### src/rtl/ofs_pkg.sv
`timescale 1ns/1ps
package ofs_pkg;
    typedef enum logic [1:0] {
        OFS_PAR   = 2'b00,
        OFS_PRE_A = 2'b01,
        OFS_PRE_B = 2'b10,
        OFS_SER   = 2'b11
    } ofs_mode_e;
endpackage

### src/rtl/ofs_mode_latch.sv
`timescale 1ns/1ps
// Tracks the method pins during reset and holds the code once reset lifts.
module ofs_mode_latch
    import ofs_pkg::*;
(
    input  logic      clk,
    input  logic      rst_n,
    input  logic      pin_hi,
    input  logic      pin_lo,
    output ofs_mode_e mode,
    output logic      live
);
    typedef struct packed {
        ofs_mode_e mode;
        logic      live;
    } st_t;

    st_t st_d, st_q;

    always_comb begin
        st_d = st_q;
        if (!rst_n) begin
            st_d.mode = ofs_mode_e'({pin_hi, pin_lo});
            st_d.live = 1'b0;
        end else begin
            st_d.live = 1'b1;
        end
    end

    always_ff @(posedge clk) begin
        st_q <= st_d;
    end

    assign mode = st_q.mode;
    assign live = st_q.live;
endmodule

### src/rtl/ofs_serial_shift.sv
`timescale 1ns/1ps
// Serial offset intake: Y then X, MSB first, fixed bit budget.
module ofs_serial_shift #(
    parameter int PTR_W = 9
) (
    input  logic             clk,
    input  logic             rst_n,
    input  logic             active,
    input  logic             en_n,
    input  logic             sdat,
    output logic [PTR_W-1:0] y_val,
    output logic [PTR_W-1:0] x_val,
    output logic             done
);
    localparam int SH_W  = 2 * PTR_W;
    localparam int CNT_W = $clog2(SH_W + 1);

    typedef struct packed {
        logic [SH_W-1:0]  sh;
        logic [CNT_W-1:0] cnt;
    } st_t;

    st_t  st_d, st_q;
    logic full;

    assign full = (st_q.cnt == CNT_W'(SH_W));

    always_comb begin
        st_d = st_q;
        if (!rst_n) begin
            st_d = '0;
        end else if (active && !en_n && !full) begin
            st_d.sh  = {st_q.sh[SH_W-2:0], sdat};
            st_d.cnt = st_q.cnt + CNT_W'(1);
        end
    end

    always_ff @(posedge clk) begin
        st_q <= st_d;
    end

    assign y_val = st_q.sh[SH_W-1:PTR_W];
    assign x_val = st_q.sh[PTR_W-1:0];
    assign done  = full;
endmodule

### src/rtl/ofs_par_capture.sv
`timescale 1ns/1ps
// Parallel offset intake: first write is Y, second is X.
module ofs_par_capture #(
    parameter int PTR_W  = 9,
    parameter int DATA_W = 36
) (
    input  logic              clk,
    input  logic              rst_n,
    input  logic              active,
    input  logic              wr_en,
    input  logic [DATA_W-1:0] wr_data,
    output logic [PTR_W-1:0]  y_val,
    output logic [PTR_W-1:0]  x_val,
    output logic              done
);
    typedef struct packed {
        logic [PTR_W-1:0] y;
        logic [PTR_W-1:0] x;
        logic [1:0]       cnt;
    } st_t;

    st_t  st_d, st_q;
    logic unused_hi;

    assign unused_hi = ^wr_data[DATA_W-1:PTR_W];

    always_comb begin
        st_d = st_q;
        if (!rst_n) begin
            st_d = '0;
        end else if (active && wr_en && !st_q.cnt[1]) begin
            if (st_q.cnt == 2'd0) st_d.y = wr_data[PTR_W-1:0];
            else                  st_d.x = wr_data[PTR_W-1:0];
            st_d.cnt = st_q.cnt + 2'd1;
        end
    end

    always_ff @(posedge clk) begin
        st_q <= st_d;
    end

    assign y_val = st_q.y;
    assign x_val = st_q.x;
    assign done  = st_q.cnt[1];
endmodule

### src/rtl/ofs_loader.sv
`timescale 1ns/1ps
// Offset loader top: method select and output steering.
module ofs_loader
    import ofs_pkg::*;
#(
    parameter int PTR_W    = 9,
    parameter int DATA_W   = 36,
    parameter int PRESET_A = 8,
    parameter int PRESET_B = 64
) (
    input  logic              clk,
    input  logic              rst_n,
    input  logic              cfg_hi_en_n,
    input  logic              cfg_lo_sdat,
    input  logic              wr_en,
    input  logic [DATA_W-1:0] wr_data,
    output logic [PTR_W-1:0]  ae_offset,
    output logic [PTR_W-1:0]  af_offset,
    output logic              load_done,
    output logic              fifo_wr_en
);
    localparam logic [PTR_W-1:0] PRE_A_V = PTR_W'(PRESET_A);
    localparam logic [PTR_W-1:0] PRE_B_V = PTR_W'(PRESET_B);

    ofs_mode_e        mode;
    logic             live;
    logic [PTR_W-1:0] ser_y, ser_x, par_y, par_x;
    logic             ser_done, par_done;

    ofs_mode_latch u_mode (
        .clk    (clk),
        .rst_n  (rst_n),
        .pin_hi (cfg_hi_en_n),
        .pin_lo (cfg_lo_sdat),
        .mode   (mode),
        .live   (live)
    );

    ofs_serial_shift #(.PTR_W(PTR_W)) u_ser (
        .clk    (clk),
        .rst_n  (rst_n),
        .active (mode == OFS_SER),
        .en_n   (cfg_hi_en_n),
        .sdat   (cfg_lo_sdat),
        .y_val  (ser_y),
        .x_val  (ser_x),
        .done   (ser_done)
    );

    ofs_par_capture #(.PTR_W(PTR_W), .DATA_W(DATA_W)) u_par (
        .clk     (clk),
        .rst_n   (rst_n),
        .active  (mode == OFS_PAR),
        .wr_en   (wr_en),
        .wr_data (wr_data),
        .y_val   (par_y),
        .x_val   (par_x),
        .done    (par_done)
    );

    always_comb begin
        unique case (mode)
            OFS_PRE_A: begin
                ae_offset = PRE_A_V;
                af_offset = PRE_A_V;
                load_done = live;
            end
            OFS_PRE_B: begin
                ae_offset = PRE_B_V;
                af_offset = PRE_B_V;
                load_done = live;
            end
            OFS_SER: begin
                ae_offset = ser_x;
                af_offset = ser_y;
                load_done = ser_done;
            end
            default: begin
                ae_offset = par_x;
                af_offset = par_y;
                load_done = par_done;
            end
        endcase
    end

    assign fifo_wr_en = wr_en & load_done;
endmodule

### config.mk
export PLATFORM = sky130hd
export DESIGN_NAME = ofs_loader
export DESIGN_NICKNAME = d
export VERILOG_FILES = /design/src/rtl/ofs_pkg.sv /design/src/rtl/ofs_mode_latch.sv /design/src/rtl/ofs_serial_shift.sv /design/src/rtl/ofs_par_capture.sv /design/src/rtl/ofs_loader.sv
export SDC_FILE = /design/constraint.sdc
export NUM_CORES = 1
export LEC_CHECK = 0
export BUFFER_PORTS_ARGS = -buffer_cell sky130_fd_sc_hd__buf_2
export CAP_MARGIN = 20
export CELL_PAD_IN_SITES_DETAIL_PLACEMENT = 0
export CELL_PAD_IN_SITES_GLOBAL_PLACEMENT = 2
export CORE_UTILIZATION = 29
export CTS_CLUSTER_SIZE = 20
export DETAILED_ROUTE_END_ITERATION = 16
export PLACE_DENSITY_LB_ADDON = 0.12
export SLEW_MARGIN = 20
export SYNTH_ARGS = -nofsm -noshare
export SYNTH_HDL_FRONTEND = slang
export SYNTH_SLANG_ARGS = --single-unit
### constraint.sdc
create_clock -name clk -period 2.15 [get_ports clk]
set_clock_uncertainty 0.15 [all_clocks]
set_input_delay 0.1075 -clock clk [delete_from_list [all_inputs] [get_ports clk]]
set_output_delay 0.1075 -clock clk [all_outputs]
set_load 0.02 [all_outputs]
==> impl_metrics.csv, run 1 <==
group,metric,value,unit
pwr,ir_drop,0.188,mV
finish,finalNonFillerCells,385,
finish,final_common_cell,"nand2_1",
placement,gp_congestion,0.665,
die,dieArea,7540,sq um
critical_path,crit_type,"reg -> out",
die,num_rows,30,
die,io_pins,61,
sta,slew_headroom,70.9,%
die,die_y,86.8,microns
critical_path,critPathLaunchType,"flip-flop",
critical_path,ff2ff_path_depth,7,
finish,drive_above_1_share,18.3,%
drt,drc,0,
sta,rsz0062_at_grt,"no",
grt,grt_start_max_net_pins,37,
sta,finalSetupViolations,0,
logic_synthesis,synth.cell_area,2090,sq um
finish,layout_common_cells,"nand2_1 (67), dfxtp_1 (44), buf_2 (33), o21ai_0 (28), mux2i_1 (22)",
logic_synthesis,syn-num-nets,295,
clock_network,cts_tree,"yes",
grt,grt_pass1_vias,1591,
drt,wl_per_cell,12.7,microns
grt,grt_pass1_wl,8070,microns
critical_path,crit_fanout,36,
critical_path,cp.required,1.89,ns
min_path,whs_path_depth,1,
sta,timing.final.crit_share,91.3,%
grt,overflow,0,
grt,antenna_found_initial,0,
logic_synthesis,netlist_instances,246,
placement,hpwl,3490,microns
die,start_util,30.4,%
clock_network,cts_buffers,5,
pwr,powerDensity,613,nW/um^2
drt,dr.pass1.iters,4,
die,coreArea,6870,sq um
finish,n_antenna_cell,0,
die,die_w,86.8,microns
logic_synthesis,ys_warn_count,0,
critical_path,crit_chain,"inv_1 -> ha_1 -> buf_12 -> nand2_1 -> o21ai_0 -> buf_2",
sta,worst_slew_pin_slew,0.437,ns
logic_synthesis,synthDistinctLibCells,26,
critical_path,crit_slowest_cell,"edfxtp_1",
clock_network,cts_buffer_depth,2,
critical_path,cp_data_arrival_time,1.71,ns
drt,vias_per_cell,4.45,
clock_network,clkTransAtPathRegs,0.08,ns
placement,dp.cells,365,
clock_network,clk_latency,0.30,ns
clock_network,cts_root_buf,"clkbuf_8",
logic_synthesis,syn_area_per_cell,8.48,sq um
logic_synthesis,seq_area_frac_synth,45.1,%
finish,nNetsFinal,338,
sta,final.min_clock_period,1.96,ns
critical_path,end_kind,"primary output",
sta,fin_hold_ws,0.0210,ns
min_path,hold_class,"in -> reg",
drt,wl,4910,microns
sta,finalHoldViolCount,0,
outcome,status,"finished, final reports clean",
drt,drtIter0Drc,66,
drt,ant_nets,0,
clock_network,clock-sinks,46,
sta,fmax,509,MHz
critical_path,max_stage_delay,0.42,ns
logic_synthesis,ys_ff_latch,46,
pwr,p_leak,0.00100,uW
sta,fin_setup_tns,0,ns
placement,port_buffers,33,
finish,syn_to_final_growth,24.2,%
clock_network,cts-htree-levels,2,
grt,grtUsageTotal,14.3,%
drt,num_vias,1712,
sta,maxSlewViolCount,0,
job,max_cap_violations,0,
[sequential cells by signal (all words and copies together), names as in the netlist]
| name | flops |
|---|---|
| u_par.st_q | 1 |
| u_mode.live | 1 |
| u_mode.mode | 2 |
| u_par.y_val | 9 |
| u_ser.x_val | 9 |
| u_ser.y_val | 9 |
| u_par.done | 1 |
| u_ser.st_q | 5 |
| u_par.x_val | 9 |
[metrics by stage]
stage                     total power (uW)  worst slack, ns  util, %  instance area [sq um]
after global routing                  1660           0.0451     37.7                   2590
after global placement                1090            0.401     34.7                   2380
after CTS                             1620           0.0805     37.6                   2580
final                                 1590            0.187     37.7                   2590
after floorplan                       1020            0.363        -                   2090
after detailed placement              1090            0.403     34.7                   2380
[Yosys cell counts]
| cell | number | area, sq um |
|---|---|---|
| clkbuf_1 | 8 | 30.0 |
| nand2_1 | 67 | 251 |
| ha_1 | 8 | 100 |
| nor3b_2 | 1 | 12.5 |
| nand4bb_1 | 1 | 11.3 |
| and3b_2 | 1 | 10.0 |
| o21ai_1 | 9 | 45.0 |
| nand3_1 | 21 | 105 |
| inv_1 | 6 | 22.5 |
| edfxtp_1 | 2 | 60.1 |
| nor4bb_4 | 1 | 25.0 |
| buf_6 | 2 | 22.5 |
| dfxtp_1 | 44 | 881 |
| buf_2 | 6 | 30.0 |
| mux2i_1 | 22 | 220 |
| a21oi_1 | 7 | 35.0 |
| buf_1 | 1 | 3.75 |
| a221oi_1 | 1 | 8.76 |
| nand2b_1 | 3 | 18.8 |
| nor2_1 | 1 | 3.75 |
| o21ai_0 | 28 | 140 |
| nor3b_1 | 1 | 7.51 |
| nand3b_1 | 1 | 7.51 |
| nor2b_1 | 1 | 6.26 |
| or3_1 | 2 | 12.5 |
| nand4b_2 | 1 | 15.0 |
[cells by family after synthesis]
| kind of cell | Yosys count | synth area share, % |
|---|---|---|
| DFF | 46 | 45.1 |
| muxes | 22 | 10.6 |
| and+or+nand+nor | 102 | 23.3 |
| buffers and inverters | 23 | 5.22 |
| AOI/OAI and AO/OA | 45 | 11.0 |
| adders and majority gates | 8 | 4.80 |
[critical path, delay by kind of cell (launching register included)]
family                   cells  cell delay, ns
buffers and inverters        3            0.53
AND/OR/NAND/NOR              1            0.10
AO/OA/AOI/OAI                1            0.10
adder cells (fa/ha/maj)      1            0.24
flip-flops                   1            0.42
[layout make-up]
cell class | instances | area, sq um
fill | 740 | 4280
multi-input combinational | 177 | 1040
sequential | 46 | 941
timing repair buffer | 53 | 383
tap | 96 | 120
clock buffer | 5 | 68.8
inverter | 6 | 22.5
clock inverter | 2 | 10.0
[worst paths after layout]
check / from / endpoint / slack, ns
worst max-delay path: u_mode.mode[0]$_DFFE_PN_ / af_offset[6] / 0.19
worst min-delay path: rst_n / u_mode.live$_DFF_P_ / 0.02
worst max register to register: u_ser.st_q[0]$_SDFFE_PN0P_ / u_ser.y_val[8]$_SDFFE_PN0P_ / 0.35
worst min register to register: u_par.x_val[4]$_SDFFE_PN0P_ / u_par.x_val[4]$_SDFFE_PN0P_ / 0.31
[report_power, final]
group          leakage, uW  switching, uW  internal (uW)  total, uW
combinational     0.000582            118           83.2        201
clock            0.0000438            284            219        503
sequential        0.000375           10.4            874        885
total              0.00100            412           1180       1590
[what timing repair did]
action | CTS | global route
resized for setup | 0 | 1
buffers inserted | 0 | 1
setup endpoints to repair | 0 | 6
hold endpoints to repair | 21 | 0
hold buffers | 12 | 0
[per-layer routing]
| layer | share of wire [%] | GRT usage, % | up-vias | wire (microns) |
|---|---|---|---|---|
| met1 | 54 | 20.5 | 770 | 2640 |
| li1 | - | - | 913 | - |
| met2 | 42 | 21.2 | 25 | 2060 |
| met5 | 0 | 0 | - | 0 |
| met3 | 2.8 | 3.43 | 4 | 139 |
| met4 | 1.2 | 4.55 | 0 | 61 |
No activity file was read; power rests on OpenSTA's default activity.
==> run 2: changes to the inputs <==
--- a/config.mk
+++ b/config.mk
@@ -13,7 +13,6 @@
 export CTS_CLUSTER_SIZE = 20
 export DETAILED_ROUTE_END_ITERATION = 16
 export PLACE_DENSITY_LB_ADDON = 0.12
-export SLEW_MARGIN = 20
 export SYNTH_ARGS = -nofsm -noshare
 export SYNTH_HDL_FRONTEND = slang
 export SYNTH_SLANG_ARGS = --single-unit
==> constraint.sdc (replaced) <==
create_clock -name clk -period 2.15 [get_ports clk]
set_clock_uncertainty 0.15 [all_clocks]
set_input_delay 0.215 -clock clk [delete_from_list [all_inputs] [get_ports clk]]
set_output_delay 0.215 -clock clk [all_outputs]
set_load 0.02 [all_outputs]
==> impl_metrics.csv, run 2 (synthesis gave the netlist of run 1 again) <==
group,metric,value,unit
drt,dr.pass1.iters,4,
die,io_pins,61,
sta,fmax,484,MHz
clock_network,cts_root_buf,"clkbuf_8",
grt,antenna_found_initial,0,
sta,fin_setup_tns,0,ns
finish,nNetsFinal,334,
die,coreArea,6870,sq um
grt,overflow,0,
critical_path,crit_fanout,3,
finish,n_antenna_cell,0,
critical_path,crit_chain,"inv_2 -> ha_1 -> a221oi_2 -> nor3b_1 -> buf_2",
drt,drc,0,
critical_path,ff2ff_path_depth,7,
pwr,ir_drop,0.291,mV
critical_path,cp_data_arrival_time,1.70,ns
clock_network,clkTransAtPathRegs,0.09,ns
drt,drtIter0Drc,81,
job,max_cap_violations,0,
grt,grt_pass1_wl,8310,microns
sta,final.min_clock_period,2.07,ns
sta,finalSetupViolations,0,
sta,worst_slew_pin_slew,0.473,ns
critical_path,critPathLaunchType,"flip-flop",
placement,hpwl,3530,microns
grt,grtUsageTotal,14.7,%
min_path,whs_path_depth,3,
placement,dpl_cell_area,2390,sq um
critical_path,crit_buf_inv,2,
finish,postLayoutCellArea,2640,sq um
placement,port_buffers,33,
finish,drive_above_1_share,23.4,%
critical_path,path_depth,5,
die,dieArea,7540,sq um
critical_path,max_stage_delay,0.47,ns
outcome,status,"finished, final reports clean",
sta,timing.final.crit_share,96.1,%
grt,grt_pass1_vias,1639,
critical_path,crit_slowest_cell,"edfxtp_1",
pwr,p_leak,0.00102,uW
finish,fillers,748,
grt,grt_start_max_net_pins,37,
clock_network,cts_buffers,5,
clock_network,cts-htree-levels,2,
critical_path,cp.required,1.78,ns
die,start_util,30.4,%
clock_network,cts_tree,"yes",
clock_network,cts_buffer_depth,2,
die,die_w,86.8,microns
sta,finalHoldViolCount,0,
critical_path,end_kind,"primary output",
pwr,powerDensity,701,nW/um^2
clock_network,clk_latency,0.31,ns
finish,syn_to_final_growth,26.5,%
drt,ant_nets,0,
finish,layout_common_cells,"nand2_1 (67), dfxtp_1 (43), buf_2 (33), o21ai_0 (27), mux2i_1 (22)",
die,die_y,86.8,microns
die,num_rows,30,
drt,wl,5230,microns
min_path,hold_class,"in -> reg",
critical_path,crit_type,"reg -> out",
drt,num_vias,1721,
critical_path,path_delay_family,"flip-flops",
sta,maxSlewViolCount,0,
finish,final_common_cell,"nand2_1",
clock_network,clock-sinks,46,
sta,slew_headroom,68.5,%
drt,wl_per_cell,13.7,microns
finish,utilization,38.4,%
drt,vias_per_cell,4.51,
placement,gp_congestion,0.709,
-- run 2: changes by cell type in the layout (fill, tap and decap cells not counted), sizes merged --
cell         change
dlygate4sd3     -10
bufinv           +1
buf              +5
clkbuf           +2
clkinv           -1
-- run 2: final cells by class --
| cell class | count | area (sq um) | area share [%] |
|---|---|---|---|
| Clock buffer | 6 | 93.8 | 3.56 |
| Clock inverter | 2 | 38.8 | 1.47 |
| Inverter | 6 | 22.5 | 0.853 |
| Multi-Input combinational cell | 177 | 1080 | 40.8 |
| Sequential cell | 46 | 942 | 35.7 |
| Tap cell | 96 | 120 | 4.55 |
| Timing Repair Buffer | 49 | 345 | 13.1 |
-- run 2: per-layer routing --
metal / up-vias / track usage (%) / share of wire (%)
met5: - / 0 / 0
met3: 6 / 3.24 / 3.2
met4: 0 / 4.09 / 1.0
met1: 777 / 22.2 / 55
met2: 27 / 20.7 / 41
li1: 911 / - / -
-- run 2: worst paths after layout --
check / end / slack, ns / from
worst max-delay path: fifo_wr_en / 0.08 / u_mode.mode[0]$_DFFE_PN_
worst min-delay path: u_par.x_val[7]$_SDFFE_PN0P_ / 0.02 / wr_data[7]
worst max register to register: u_ser.y_val[3]$_SDFFE_PN0P_ / 0.41 / u_ser.st_q[0]$_SDFFE_PN0P_
worst min register to register: u_par.x_val[2]$_SDFFE_PN0P_ / 0.31 / u_par.x_val[2]$_SDFFE_PN0P_
-- run 2: stage by stage --
stage          total power (uW)  hold slack [ns]  cells  setup slack [ns]
2_1_floorplan              1020           0.0927    246             0.255
3_3_place_gp               1100            0.273    366             0.351
3_5_place_dp               1100            0.279    366             0.293
4_1_cts                    1850          0.00224    376           0.00800
5_1_grt                    1930           0.0268    382           -0.0237
6_report                   1850           0.0157    382            0.0843
-- run 2: power breakdown --
part	switching, uW	internal [uW]
registers	12.5	875
clock network	321	419
logic	128	92.6
-- run 2: tightest hold or removal path, cell delays in order --
cell     delay, ns
buf_2         0.09
nand2_1       0.06
o21ai_1       0.05
-- run 2: timing repair --
item | in CTS | in global routing
hold buffers | 2 | 0
gates cloned | 0 | 1
endpoints found under the setup margin | 1 | 10
resized for setup | 3 | 8
buffers inserted | 0 | 5
endpoints found under the hold margin | 2 | 0
pin swaps | 1 | 3
